**src/rtl/spi_bm_pkg.sv**
```systemverilog
`timescale 1ns/1ps
package spi_bm_pkg;
    localparam int ADDR_W = 8;
    localparam logic [ADDR_W-1:0] OFS_CFG   = 8'h00;
    localparam logic [ADDR_W-1:0] OFS_STAT  = 8'h08;
    localparam logic [ADDR_W-1:0] OFS_CMD   = 8'h10;
    localparam logic [ADDR_W-1:0] OFS_SLOT0 = 8'h80;

    typedef enum logic [1:0] {
        ENG_IDLE,
        ENG_SHIFT,
        ENG_GAP
    } eng_e;
endpackage

```
**src/rtl/spi_bm_clkdiv.sv**
```systemverilog
`timescale 1ns/1ps
module spi_bm_clkdiv #(
    parameter int DIV_W = 13
) (
    input  logic             clk,
    input  logic             rst_n,
    input  logic             run,
    input  logic [DIV_W-1:0] div,
    output logic             tick
);
    logic [DIV_W-1:0] cnt_d, cnt_q, lim;

    always_comb begin
        lim   = (div == '0) ? '0 : div - 1'b1;
        tick  = run && (cnt_q == lim);
        cnt_d = (!run || tick) ? '0 : cnt_q + 1'b1;
    end

    always_ff @(posedge clk or negedge rst_n) begin
        if (!rst_n) cnt_q <= '0;
        else        cnt_q <= cnt_d;
    end


    div_wrap_chk: assert property (@(posedge clk) disable iff (!rst_n)
        tick |=> (cnt_q == '0));
endmodule

```
**src/rtl/spi_bm_csdrv.sv**
```systemverilog
`timescale 1ns/1ps
module spi_bm_csdrv #(
    parameter int NUM_CS = 4,
    parameter int SEL_W  = $clog2(NUM_CS)
) (
    input  logic              active,
    input  logic [SEL_W-1:0]  sel,
    input  logic [NUM_CS-1:0] mask,
    input  logic              act_high,
    output logic [NUM_CS-1:0] cs_o
);
    for (genvar i = 0; i < NUM_CS; i++) begin : g_line
        logic hit;
        assign hit     = active && (sel == SEL_W'(i)) && mask[i];
        assign cs_o[i] = act_high ? hit : ~hit;
    end
endmodule

```
**src/rtl/spi_burst_master.sv**
```systemverilog
`timescale 1ns/1ps
module spi_burst_master
    import spi_bm_pkg::*;
#(
    parameter int NUM_SLOTS = 8,
    parameter int NUM_CS    = 4,
    parameter int DIV_W     = 13,
    parameter int REG_W     = 64
) (
    input  logic              clk,
    input  logic              rst_n,
    input  logic              reg_wr,
    input  logic [7:0]        reg_addr,
    input  logic [REG_W-1:0]  reg_wdata,
    output logic [REG_W-1:0]  reg_rdata,
    output logic              sclk_o,
    output logic              mosi_o,
    input  logic              miso_i,
    output logic [NUM_CS-1:0] cs_o,
    output logic              pins_oe
);
    localparam int SLOT_W = $clog2(NUM_SLOTS);
    localparam int CNT_W  = SLOT_W + 1;
    localparam int BIT_W  = CNT_W + 3;
    localparam int SEL_W  = $clog2(NUM_CS);
    localparam logic [7:0] SLOT_END = OFS_SLOT0 + 8'(8 * NUM_SLOTS);

    typedef struct packed {
        logic                       en;
        logic                       idle_low;
        logic                       lsb;
        logic                       cs_high;
        logic [1:0]                 idle;
        logic [NUM_CS-1:0]          mask;
        logic [DIV_W-1:0]           div;
        eng_e                       st;
        logic                       sclk;
        logic                       mosi;
        logic                       cs_act;
        logic [SEL_W-1:0]           sel;
        logic                       leave;
        logic [CNT_W-1:0]           tot;
        logic [CNT_W-1:0]           txn;
        logic [CNT_W-1:0]           rxnum;
        logic [BIT_W-1:0]           bitn;
        logic [7:0]                 rxb;
        logic [2:0]                 gap;
        logic [NUM_SLOTS-1:0][7:0]  slot;
    } state_t;

    state_t q, n;
    logic   tick;
    logic   idle_lvl, slot_hit, finish, end_cmd;
    logic [SLOT_W-1:0] slot_idx;
    logic [CNT_W-1:0]  cur_byte;
    logic [2:0]        bit_pos;
    logic [7:0]        rx_next;
    logic [4:0]        req_tot, req_txn, tot_c, txn_c;
    logic              unused_wdata;

    assign unused_wdata = ^{reg_wdata[REG_W-1:16+DIV_W], reg_wdata[11:10],
                            reg_wdata[6:5], reg_wdata[3:2]};

    spi_bm_clkdiv #(.DIV_W(DIV_W)) i_clkdiv (
        .clk   (clk),
        .rst_n (rst_n),
        .run   (q.st != ENG_IDLE),
        .div   (q.div),
        .tick  (tick)
    );

    spi_bm_csdrv #(.NUM_CS(NUM_CS), .SEL_W(SEL_W)) i_csdrv (
        .active   (q.cs_act),
        .sel      (q.sel),
        .mask     (q.mask),
        .act_high (q.cs_high),
        .cs_o     (cs_o)
    );

    always_comb begin
        slot_hit = (reg_addr >= OFS_SLOT0) && (reg_addr < SLOT_END) && (reg_addr[2:0] == 3'b000);
        slot_idx = SLOT_W'((reg_addr - OFS_SLOT0) >> 3);
    end

    always_comb begin
        n        = q;
        idle_lvl = ~q.idle_low;
        cur_byte = q.bitn[BIT_W-1:3];
        bit_pos  = q.lsb ? q.bitn[2:0] : ~q.bitn[2:0];
        rx_next  = q.lsb ? {miso_i, q.rxb[7:1]} : {q.rxb[6:0], miso_i};
        finish   = 1'b0;
        end_cmd  = 1'b0;
        req_tot  = reg_wdata[4:0];
        req_txn  = reg_wdata[12:8];
        tot_c    = (req_tot > 5'(NUM_SLOTS)) ? 5'(NUM_SLOTS) : req_tot;
        txn_c    = (req_txn > tot_c) ? tot_c : req_txn;

        case (q.st)
            ENG_SHIFT: if (tick) begin
                if (q.bitn == {q.tot, 3'b000}) begin
                    finish = 1'b1;
                end else if (q.sclk == idle_lvl) begin
                    n.sclk = ~idle_lvl;
                    n.mosi = (cur_byte < q.txn) ? q.slot[cur_byte[SLOT_W-1:0]][bit_pos] : 1'b0;
                end else begin
                    n.sclk = idle_lvl;
                    n.rxb  = rx_next;
                    n.bitn = q.bitn + 1'b1;
                    if ((q.bitn[2:0] == 3'd7) && (cur_byte >= q.txn))
                        n.slot[SLOT_W'(cur_byte - q.txn)] = rx_next;
                end
            end
            ENG_GAP: if (tick) begin
                if (q.gap == 3'd0) end_cmd = 1'b1;
                else               n.gap   = q.gap - 3'd1;
            end
            default: ;
        endcase

        if (finish) begin
            if (q.idle == 2'd0) begin
                end_cmd = 1'b1;
            end else begin
                n.st  = ENG_GAP;
                n.gap = {q.idle, 1'b0} - 3'd1;
            end
        end

        if (end_cmd) begin
            n.st    = ENG_IDLE;
            n.mosi  = 1'b0;
            n.rxnum = q.tot - q.txn;
            if (!q.leave) n.cs_act = 1'b0;
        end

        if (reg_wr) begin
            if (reg_addr == OFS_CFG) begin
                n.en       = reg_wdata[0];
                n.idle_low = reg_wdata[1];
                n.lsb      = reg_wdata[4];
                n.cs_high  = reg_wdata[7];
                n.idle     = reg_wdata[9:8];
                n.mask     = reg_wdata[12 +: NUM_CS];
                n.div      = reg_wdata[16 +: DIV_W];
                if (!reg_wdata[0]) begin
                    n.st     = ENG_IDLE;
                    n.cs_act = 1'b0;
                    n.mosi   = 1'b0;
                end
            end else if (reg_addr == OFS_CMD) begin
                if ((q.st == ENG_IDLE) && q.en) begin
                    n.st     = ENG_SHIFT;
                    n.tot    = CNT_W'(tot_c);
                    n.txn    = CNT_W'(txn_c);
                    n.leave  = reg_wdata[16];
                    n.sel    = reg_wdata[20 +: SEL_W];
                    n.cs_act = 1'b1;
                    n.bitn   = '0;
                    n.rxnum  = '0;
                    n.sclk   = idle_lvl;
                    n.mosi   = 1'b0;
                end
            end else if (slot_hit) begin
                n.slot[slot_idx] = reg_wdata[7:0];
            end
        end
    end

    always_ff @(posedge clk or negedge rst_n) begin
        if (!rst_n) q <= '0;
        else        q <= n;
    end

    always_comb begin
        reg_rdata = '0;
        if (reg_addr == OFS_CFG) begin
            reg_rdata[0]             = q.en;
            reg_rdata[1]             = q.idle_low;
            reg_rdata[4]             = q.lsb;
            reg_rdata[7]             = q.cs_high;
            reg_rdata[9:8]           = q.idle;
            reg_rdata[12 +: NUM_CS]  = q.mask;
            reg_rdata[16 +: DIV_W]   = q.div;
        end else if (reg_addr == OFS_STAT) begin
            reg_rdata[0]    = (q.st != ENG_IDLE);
            reg_rdata[12:8] = 5'(q.rxnum);
        end else if (slot_hit) begin
            reg_rdata[7:0] = q.slot[slot_idx];
        end
    end

    assign sclk_o  = (q.st == ENG_IDLE) ? ~q.idle_low : q.sclk;
    assign mosi_o  = q.mosi;
    assign pins_oe = q.en;


    busy_start_chk: assert property (@(posedge clk) disable iff (!rst_n)
        (reg_wr && reg_addr == OFS_CMD && q.st == ENG_IDLE && q.en) |=> (q.st != ENG_IDLE));


    busy_ignore_chk: assert property (@(posedge clk) disable iff (!rst_n)
        (reg_wr && reg_addr == OFS_CMD && q.st != ENG_IDLE)
        |=> ($stable(q.tot) && $stable(q.txn) && $stable(q.leave) && $stable(q.sel)));


    count_clamp_chk: assert property (@(posedge clk) disable iff (!rst_n)
        (q.tot <= CNT_W'(NUM_SLOTS)) && (q.txn <= q.tot));


    disabled_quiet_chk: assert property (@(posedge clk) disable iff (!rst_n)
        !q.en |-> (q.st == ENG_IDLE && cs_o == {NUM_CS{~q.cs_high}}));


    cs_single_chk: assert property (@(posedge clk) disable iff (!rst_n)
        (q.st != ENG_IDLE && q.mask[q.sel]) |-> ($countones(cs_o ^ {NUM_CS{~q.cs_high}}) == 1));


    sclk_hold_chk: assert property (@(posedge clk) disable iff (!rst_n)
        (q.st == ENG_SHIFT && !tick) |=> $stable(q.sclk));


    rxnum_busy_chk: assert property (@(posedge clk) disable iff (!rst_n)
        (q.st != ENG_IDLE) |-> (q.rxnum == '0));
endmodule

```
**config.mk**
```make
export PLATFORM = sky130hd
export DESIGN_NAME = spi_burst_master
export DESIGN_NICKNAME = d
export VERILOG_FILES = /design/src/rtl/spi_bm_pkg.sv /design/src/rtl/spi_bm_clkdiv.sv /design/src/rtl/spi_bm_csdrv.sv /design/src/rtl/spi_burst_master.sv
export SDC_FILE = /design/constraint.sdc
export NUM_CORES = 1
export LEC_CHECK = 0
export ABC_AREA = 1
export ABC_CLOCK_PERIOD_IN_PS = 3700
export BUFFER_PORTS_ARGS = -buffer_cell sky130_fd_sc_hd__buf_4
export CAP_MARGIN = 20
export CELL_PAD_IN_SITES_DETAIL_PLACEMENT = 0
export CELL_PAD_IN_SITES_GLOBAL_PLACEMENT = 1
export CORE_UTILIZATION = 41
export CTS_CLUSTER_DIAMETER = 30
export DETAILED_ROUTE_END_ITERATION = 6
export PLACE_DENSITY_LB_ADDON = 0.1
export RECOVER_POWER = 25
export SLEW_MARGIN = 20
export SYNTH_ARGS = -nofsm -noshare
export SYNTH_HDL_FRONTEND = slang
export SYNTH_SLANG_ARGS = --single-unit
export TNS_END_PERCENT = 10
```
**constraint.sdc**
```tcl
create_clock -name clk -period 3.7 [get_ports clk]
set_input_delay 0.185 -clock clk [delete_from_list [all_inputs] [get_ports clk]]
set_output_delay 0.185 -clock clk [all_outputs]
set_load 0.05 [all_outputs]
```
==> results by group, run 1 <==
Global routing
  • First-pass GRT wire length: 48.0 mm
  • GRT overflow: 0
  • Largest net degree at the start of global routing: 91
  • Vias in the first global route: slightly below 9000
  • GRT Util Overall: 0.259
  • Initial antenna violation count: 0

Worst setup path
  • Crit path kind: register to register
  • Nature of the critical path endpoint: register
  • WP data arrival: around 3.5 ns
  • Startpoint types: register
  • Max FO, Critical Path: 24
  • WP data required: 4.02 ns

Finish
  • Layout cells sized above 1: 0.106
  • Antenna cells: 0
  • Final-layout fill cell count: ~2400
  • Register area: 3450 sq um
  • Area of the multi-input gates: 5030 sq um
  • Area growth from synthesis to layout: 16.5%
  • Fin util: 0.490
  • Layout Nets: about 1600

Clock tree
  • Clk sink count: 138
  • Post_cts resized: 0
  • Clock latency on the worst-skew pair: 0.44 ns
  • CTS tree: yes
  • Post-CTS setup buffers: 0
  • Clock-pin slew on the worst setup and hold paths: around 0.070 ns
  • CTS buffer count: 17
  • Maximum root-to-sink buffer count: 2
  • CTS HTree Levels: 4
  • Root Driver: clkbuf_16

Yosys
  • YS warnings: 0
  • Post-synth ARST share: 1.00
  • Cell area after synthesis: 9580 sq um
  • Syn Inst Count: 1394
  • Post-synthesis sequential area ratio: 0.360
  • Post-synthesis cell type count: 51
  • Number of synthesized flops with an enable pin: 0
  • Fraction of synthesized area in multiplexers: 0
  • Compound-Gate Fraction of Synth Area: 0.145
  • Adder and majority cell fraction of the synthesized area: 0.0303
  • Flop and latch count out of synthesis: 138
  • Xor-xnor portion of the synthesized cell area: 0.0155
  • Post-synthesis simple-gate area fraction: 0.319
  • Largest family of logic cells by synthesized area: simple AND/OR/NAND/NOR gates
  • Post-Syn Area per Cell: 6.87 sq um
  • Primary FF master, synth: dfrtp_1

Routing
  • Wire length on met3: 1.82 mm
  • Post-DR vias/cell: 5.22
  • Post-route ant nets: 0
  • DRT met1 WL: 14.2 mm
  • Vias: 9398
  • Drt first pass iters: 7
  • Routed wl met2: 13.8 mm
  • WL/cell: 16.8 um
  • DRC violations left: 0
  • Drt first-iter violations: 771
  • Total routed wirelength: 30.2 mm
  • Highest routed layer: met4

Timing
  • Final Max Slew Viols: 90
  • Setup TNS: 0 ns
  • Final setup vio count: 0
  • Worst slew pin tran: 2.38 ns
  • Maximum clock frequency: approximately 310 MHz
  • Post-route clock period utilization: 0.869
  • Final worst slack: 0.486 ns
  • Final count of hold timing violations: 0
  • Minimum clock period: 3.21 ns
  • Slew HR: -0.584
  • Unrepaired setup endpoints after global routing: no
  • Worst Clk Skew: 0.0142 ns

Outcome
  • Failing checks: capacitance limit, slew limit
  • Status: finished with violations

Place
  • Port buffer count: 76
  • GPL Wtd Cong: 0.904
  • Pre-CTS WS: 0.507 ns
  • Dpl hpwl: 22.2 mm

Floorplanning
  • Die H: 155 um
  • Top Ports: 147
  • # rows: 55
  • Die ar.: 24000 sq um
  • Initial Util: 0.421
  • Core area: approximately 23000 sq um
  • Die Width: 155 um

Run
  • Total of max-cap violations: 1

Power
  • PwrDens: 384 nW/um^2
  • Int Pwr: a little under 0.003 W
  • Clock share of power: 0.449
  • Lkg Pwr: 5.54 nW
  • Sequential Power Share: 0.397
  • Switch share: 0.304
  • Net switching power figure: between 0.001 and 0.0015 W
  • Logic pwr share: 0.154
  • Max IR drop VDD: 0.272 mV

Min path
  • Hold Crit Class: input port to register
Yosys cell counts, drive strengths merged, types with 2 or more instances:
| library cell | count | area share |
|---|---|---|
| a21oi | 52 | 0.027 |
| a31oi | 2 | 0.0013 |
| a41oi | 3 | 0.0027 |
| buf | 48 | 0.038 |
| clkbuf | 36 | 0.014 |
| clkinv | 2 | 0.00078 |
| conb | 2 | 0.00078 |
| dfrtp | 138 | 0.36 |
| fa | 2 | 0.0042 |
| ha | 20 | 0.026 |
| inv | 193 | 0.076 |
| nand2 | 319 | 0.13 |
| nand3 | 171 | 0.092 |
| nand4 | 19 | 0.012 |
| nor2 | 139 | 0.058 |
| nor3 | 13 | 0.0085 |
| nor3b | 10 | 0.0099 |
| nor4 | 4 | 0.0033 |
| o2111ai | 2 | 0.0018 |
| o211ai | 12 | 0.0094 |
| o21ai | 159 | 0.083 |
| o21bai | 2 | 0.0016 |
| o221ai | 7 | 0.0064 |
| o22ai | 11 | 0.0072 |
| or2 | 5 | 0.0033 |
| xnor2 | 5 | 0.0046 |
| xor2 | 12 | 0.011 |
cell usage in the layout (no fill, tap or decap), drive strengths merged, types with 36 or more instances in the layout:
cell and count:
a21oi 52, o21ai 159, dfrtp 138, inv 198, conb 36, nand2 319
nand3 171, nor2 139, buf 90
sequential cells by signal (all words and copies together) (netlist names):
register / cells
q: 119
i_clkdiv.cnt_q: 13
cur_byte: 4
mosi_o: 1
pins_oe: 1
per-stage QoR:
stage | instances | instance area, sq um | total power [W] | hold WS [ns]
2_1_floorplan | 1428 | 9710 | 0.00218 | -0.111
3_3_place_gp | 1748 | 10300 | 0.00236 | 0.325
3_5_place_dp | 1748 | 10300 | 0.00237 | 0.324
4_1_cts | 1800 | 11200 | 0.00431 | 0.00914
5_1_grt | 1800 | 11200 | 0.00446 | 0.0364
6_report | 1800 | 11200 | 0.00428 | 0.0105
worst paths after layout:
path | cells past startpoint | end | slack, ns | from
setup / recovery | 20 | q[49] | 0.49 | q[102]
hold / removal | 3 | q[89] | 0.01 | reg_wdata[11]
setup reg to reg | 20 | q[49] | 0.49 | q[102]
hold reg to reg | 1 | i_clkdiv.cnt_q[0] | 0.48 | i_clkdiv.cnt_q[0]
max in group asynchronous | 2 | q[43] | 1.28 | rst_n
min in group asynchronous | 2 | q[111] | 0.94 | rst_n
timing repair:
| item | in CTS | in global routing |
|---|---|---|
| setup endpoints to repair | 0 | 0 |
| endpoints found under the hold margin | 109 | 0 |
| hold buffers | 20 | 0 |
power groups by stage:
stage / clock (W) / sequential [W] / combinational [W]
4_1_cts: 0.00195 / 0.00170 / 0.000662
6_report: 0.00192 / 0.00170 / 0.000659
2_1_floorplan: 0 / 0.00169 / 0.000491
5_1_grt: 0.00200 / 0.00171 / 0.000742
3_3_place_gp: 0 / 0.00173 / 0.000636
3_5_place_dp: 0 / 0.00173 / 0.000642
cell families (layout without fill, tap and decap cells):
group | after synthesis | count (layout)
compound gates | 255 | 255
xor+xnor | 17 | 17
fa+ha+maj | 22 | 22
buf+inv | 279 | 338
flops | 138 | 138
other cells | 2 | 36
simple gates | 681 | 681
layer usage:
metal,vias to the layer above,global-route usage
met5,-,0
met4,0,0.0693
met3,31,0.0404
met2,274,0.410
met1,4452,0.367
li1,4641,-
critical path, stage by stage, from the launching register on:
cell,delay (ns)
dfrtp_1,0.36
inv_1,0.17
ha_1,0.27
nand2_2,0.11
nor2_4,0.19
nand2_4,0.18
nand2_1,0.10
nand2_1,0.05
nand2_1,0.07
nand3_1,0.09
nor2_1,0.09
nand3_1,0.12
nor2_4,0.20
nand2_2,0.10
inv_4,0.24
buf_4,0.30
nand2_4,0.11
nand2_1,0.10
nand3_1,0.06
o21ai_1,0.10
inv_1,0.06
final cells by class:
type,instances,share of cell area
Clock buffer,18,0.0393
Multi-Input combinational cell,1011,0.450
Sequential cell,138,0.309
Inverter,195,0.0658
Clock inverter,14,0.0188
Timing Repair Buffer,111,0.0812
Tap cell,313,0.0351
No activity file was read; power rests on OpenSTA's default activity.
==> inputs of run 2 (changes only) <==
--- a/config.mk
+++ b/config.mk
@@ -5,13 +5,12 @@
 export SDC_FILE = /design/constraint.sdc
 export NUM_CORES = 1
 export LEC_CHECK = 0
-export ABC_AREA = 1
 export ABC_CLOCK_PERIOD_IN_PS = 3700
 export BUFFER_PORTS_ARGS = -buffer_cell sky130_fd_sc_hd__buf_4
 export CAP_MARGIN = 20
 export CELL_PAD_IN_SITES_DETAIL_PLACEMENT = 0
 export CELL_PAD_IN_SITES_GLOBAL_PLACEMENT = 1
-export CORE_UTILIZATION = 41
+export CORE_UTILIZATION = 35
 export CTS_CLUSTER_DIAMETER = 30
 export DETAILED_ROUTE_END_ITERATION = 6
 export PLACE_DENSITY_LB_ADDON = 0.1
==> run 2 against run 1 <==
  * The flow still finishes with violations (capacitance limit, slew limit)
  * Routed wire length is 12% higher
  * Total power increased by 29%
  * Clock skew increased by 0.0013 ns
  * Final cell count decreased by 18%
  * Critical path depth decreased by 8
  * Largest power group is now combinational cells
==> results by group, run 2 <==
Outcome
  • Status: finished with violations
  • Failing checks: capacitance limit, slew limit

Finish
  • Area of the multi-input gates: 5700 sq um (+13%)
  • Largest register FFs: 119 (unchanged)
  • Layout Nets: 1227 (-22%)
  • Commonest non-fill, non-tap cells in the layout: 191 x nand3_1, 138 x dfrtp_1, 114 x buf_4
  • Fin util: 0.423 (-0.0670)
  • Most common library cell in the layout ignoring fill and taps: nand3_1
  • Register area: 3450 sq um (unchanged)
  • Area growth from synthesis to layout: 18.5%
  • Post-Layout Cell Count: 1483 (-18%)
  • Most flops, register: q
  • Antenna cells: 0 (unchanged)
  • Layout cells sized above 1: 0.209 (+0.104)
  • Final-layout fill cell count: 2662 (+10%)

Worst setup path
  • Critical Path Sink: q[55]
  • Startpoint types: register
  • R2R Path Start: q[103]
  • Nature of the critical path endpoint: register
  • WP data required: 4.06 ns (+0.04 ns)
  • Crit path from: q[103]
  • Max FO, Critical Path: 35 (+46%)
  • Worst Reg-to-Reg Cells: 12 (-40%)
  • FF-to-FF setup slack: 0.16 ns (-0.32 ns)
  • FF-to-FF End: q[55]
  • Crit path kind: register to register
  • WP data arrival: 3.90 ns (+0.36 ns)

Place
  • Dpl hpwl: 23.3 mm (+4.9%)
  • GPL Wtd Cong: 0.815 (-9.9%)
  • Dpl cells: 1432 (-18%)
  • Port buffer count: 76 (unchanged)
  • Pre-CTS WS: 0.110 ns (-0.396 ns)

Timing
  • Final worst slack: 0.163 ns (-0.323 ns)
  • Worst Clk Skew: 0.0154 ns (+0.00126 ns)
  • Minimum clock period: 3.54 ns (+0.323 ns)
  • Final count of hold timing violations: 0 (unchanged)
  • Slew HR: -0.710 (-0.126)
  • Unrepaired setup endpoints after global routing: yes
  • Final Hold Slack: 0.0318 ns (+0.0213 ns)
  • Final Max Slew Viols: 93 (+3.3%)
  • Final setup vio count: 0 (unchanged)
  • Post-route clock period utilization: 0.956 (+0.0873)
  • Maximum clock frequency: 283 MHz (-9.1%)
  • Worst slew pin tran: 2.57 ns (+0.189 ns)

Yosys
  • Number of synthesized flops with an enable pin: 0 (unchanged)
  • Post-synthesis sequential area ratio: 0.359 (-0.00136)
  • Xor-xnor portion of the synthesized cell area: 0.0319 (+0.0163)
  • Syn Inst Count: 1037 (-26%)
  • Flop and latch count out of synthesis: 138 (unchanged)
  • Cell area after synthesis: 9620 sq um (+0.38%)
  • Top cell type by total area after synthesis: dfrtp_1
  • Post-synthesis cell type count: 66 (+29%)
  • Fraction of synthesized area in multiplexers: 0.146 (+0.146)
  • Commonest cells in the synthesized netlist: 191 x nand3_1, 138 x dfrtp_1, 67 x nor2_1, 65 x a22oi_1, 61 x nand2_1
  • Post-synth ARST share: 1.00 (unchanged)
  • Most frequent cell after synthesis: nand3_1
  • Adder and majority cell fraction of the synthesized area: 0.0302 (-0.000114)
  • YS warnings: 0 (unchanged)
  • Largest family of logic cells by synthesized area: simple AND/OR/NAND/NOR gates
  • Post-Syn Area per Cell: 9.27 sq um (+35%)
  • Primary FF master, synth: dfrtp_1
  • Top cells by area, synth: dfrtp_1 36%, nand3_1 9.9%, mux4_2 7.5%
  • Share of the synthesized area in the top cell type: 0.359 (-0.00136)
  • Post-synthesis simple-gate area fraction: 0.270 (-0.0492)
  • Compound-Gate Fraction of Synth Area: 0.0981 (-0.0466)

Global routing
  • Initial antenna violation count: 0 (unchanged)
  • First-pass GRT wire length: 51.8 mm (+7.9%)
  • GRT Util Overall: 0.245 (-0.0140)
  • GRT overflow: 0 (unchanged)
  • Largest net degree at the start of global routing: 94 (+3.3%)
  • Vias in the first global route: 8310 (-4.5%)

Floorplanning
  • Die ar.: 28100 sq um (+17%)
  • Top Ports: 147 (unchanged)
  • Core area: 27000 sq um (+18%)
  • Die H: 168 um (+8.3%)
  • Die Width: 168 um (+8.3%)
  • Initial Util: 0.357 (-0.0638)
  • # rows: 60 (+9.1%)

Clock tree
  • Root Driver: clkbuf_16
  • Clk sink count: 138 (unchanged)
  • Clock latency on the worst-skew pair: 0.44 ns (about the same)
  • CTS HTree Levels: 4 (unchanged)
  • CTS buffer count: 17 (unchanged)
  • Maximum root-to-sink buffer count: 2 (unchanged)
  • Clock-pin slew on the worst setup and hold paths: 0.07 ns (about the same)
  • Post-CTS setup buffers: 0 (unchanged)
  • CTS tree: yes

Min path
  • Hold Crit Class: input port to register

Power
  • Lkg Pwr: 5.14 nW (-7.2%)
  • Total Power: 0.00554 W (+29%)
  • Max IR drop VDD: 0.281 mV (+3.2%)
  • PwrDens: 486 nW/um^2 (+27%)

Routing
  • WL/cell: 22.8 um (+36%)
  • Routed wl met2: 15.9 mm (+15%)
  • DRC violations left: 0 (unchanged)
  • DRT met1 WL: 15.2 mm (+7.1%)
  • Highest routed layer: met4
  • Drt first-iter violations: 648 (-16%)
  • Vias: 8563 (-8.9%)
  • Total routed wirelength: 33.8 mm (+12%)
  • Wire length on met3: 1.85 mm (+1.2%)
  • Post-DR vias/cell: 5.77 (+11%)
  • Post-route ant nets: 0 (unchanged)
  • Drt first pass iters: 5 (-2)

Run
  • Total of max-cap violations: 1 (unchanged)
[run 2: worst min-delay path by stage]
stage               slack (ns)     startpoint  cells after the start           to
floorplan                -0.11          rst_n                      0  cur_byte[0]
global placement          0.37          rst_n                      1       q[115]
detailed placement        0.37          rst_n                      1       q[120]
CTS                       0.02  reg_wdata[10]                      3        q[88]
global route              0.05  reg_wdata[10]                      3        q[88]
finish                    0.03  reg_wdata[10]                      3        q[88]
[run 2: power breakdown]
group	internal [W]	leakage, nW	switching, W
registers	0.00164	1.52	0.000188
logic	0.000691	3.34	0.00118
clock network	0.00109	0.284	0.000753
total	0.00341	5.14	0.00212
[run 2: cell type report]
cell class / instances / area share
Clock inverter: 12 / 0.0144
Sequential cell: 138 / 0.303
Clock buffer: 20 / 0.0392
Multi-Input combinational cell: 813 / 0.500
Timing Repair Buffer: 138 / 0.0992
Tap cell: 341 / 0.0374
Inverter: 21 / 0.00691
[run 2: logic make-up after synthesis]
kind of cell / after synthesis
AND/OR/NAND/NOR: 491
flip-flops: 138
AO/OA/AOI/OAI: 133
buffers and inverters: 120
multiplexers: 96
XOR/XNOR: 35
adder cells (fa/ha/maj): 22
other: 2
[run 2: timing repair]
item	4_1_cts	5_1_grt
hold buffers	19	0
endpoints found under the hold margin	111	0
resized for setup	0	2
endpoints found under the setup margin	0	27
[run 2: per-stage QoR]
step	instance area, sq um	TNS (ns)
after floorplan	9750	0
after global placement	10600	0
after detailed placement	10600	0
after CTS	11400	0
after global routing	11400	-0.0986
final	11400	0
[run 2: worst max-delay path: stages, from the launching register on]
cell and delay (ns):
dfrtp_1 0.44, inv_1 0.14, ha_1 0.25, nand2b_1 0.15, nor4_1 0.34, mux2i_1 0.30, xor2_1 0.27, buf_4 0.19
nand3_2 0.09, or4_4 0.73, buf_12 0.25, nand3b_1 0.16, nand3_1 0.12
[run 2: metal layers]
layer,vias up,GRT usage
met1,4233,0.330
met4,0,0.0818
met3,53,0.0383
met2,318,0.402
met5,-,0
li1,3959,-
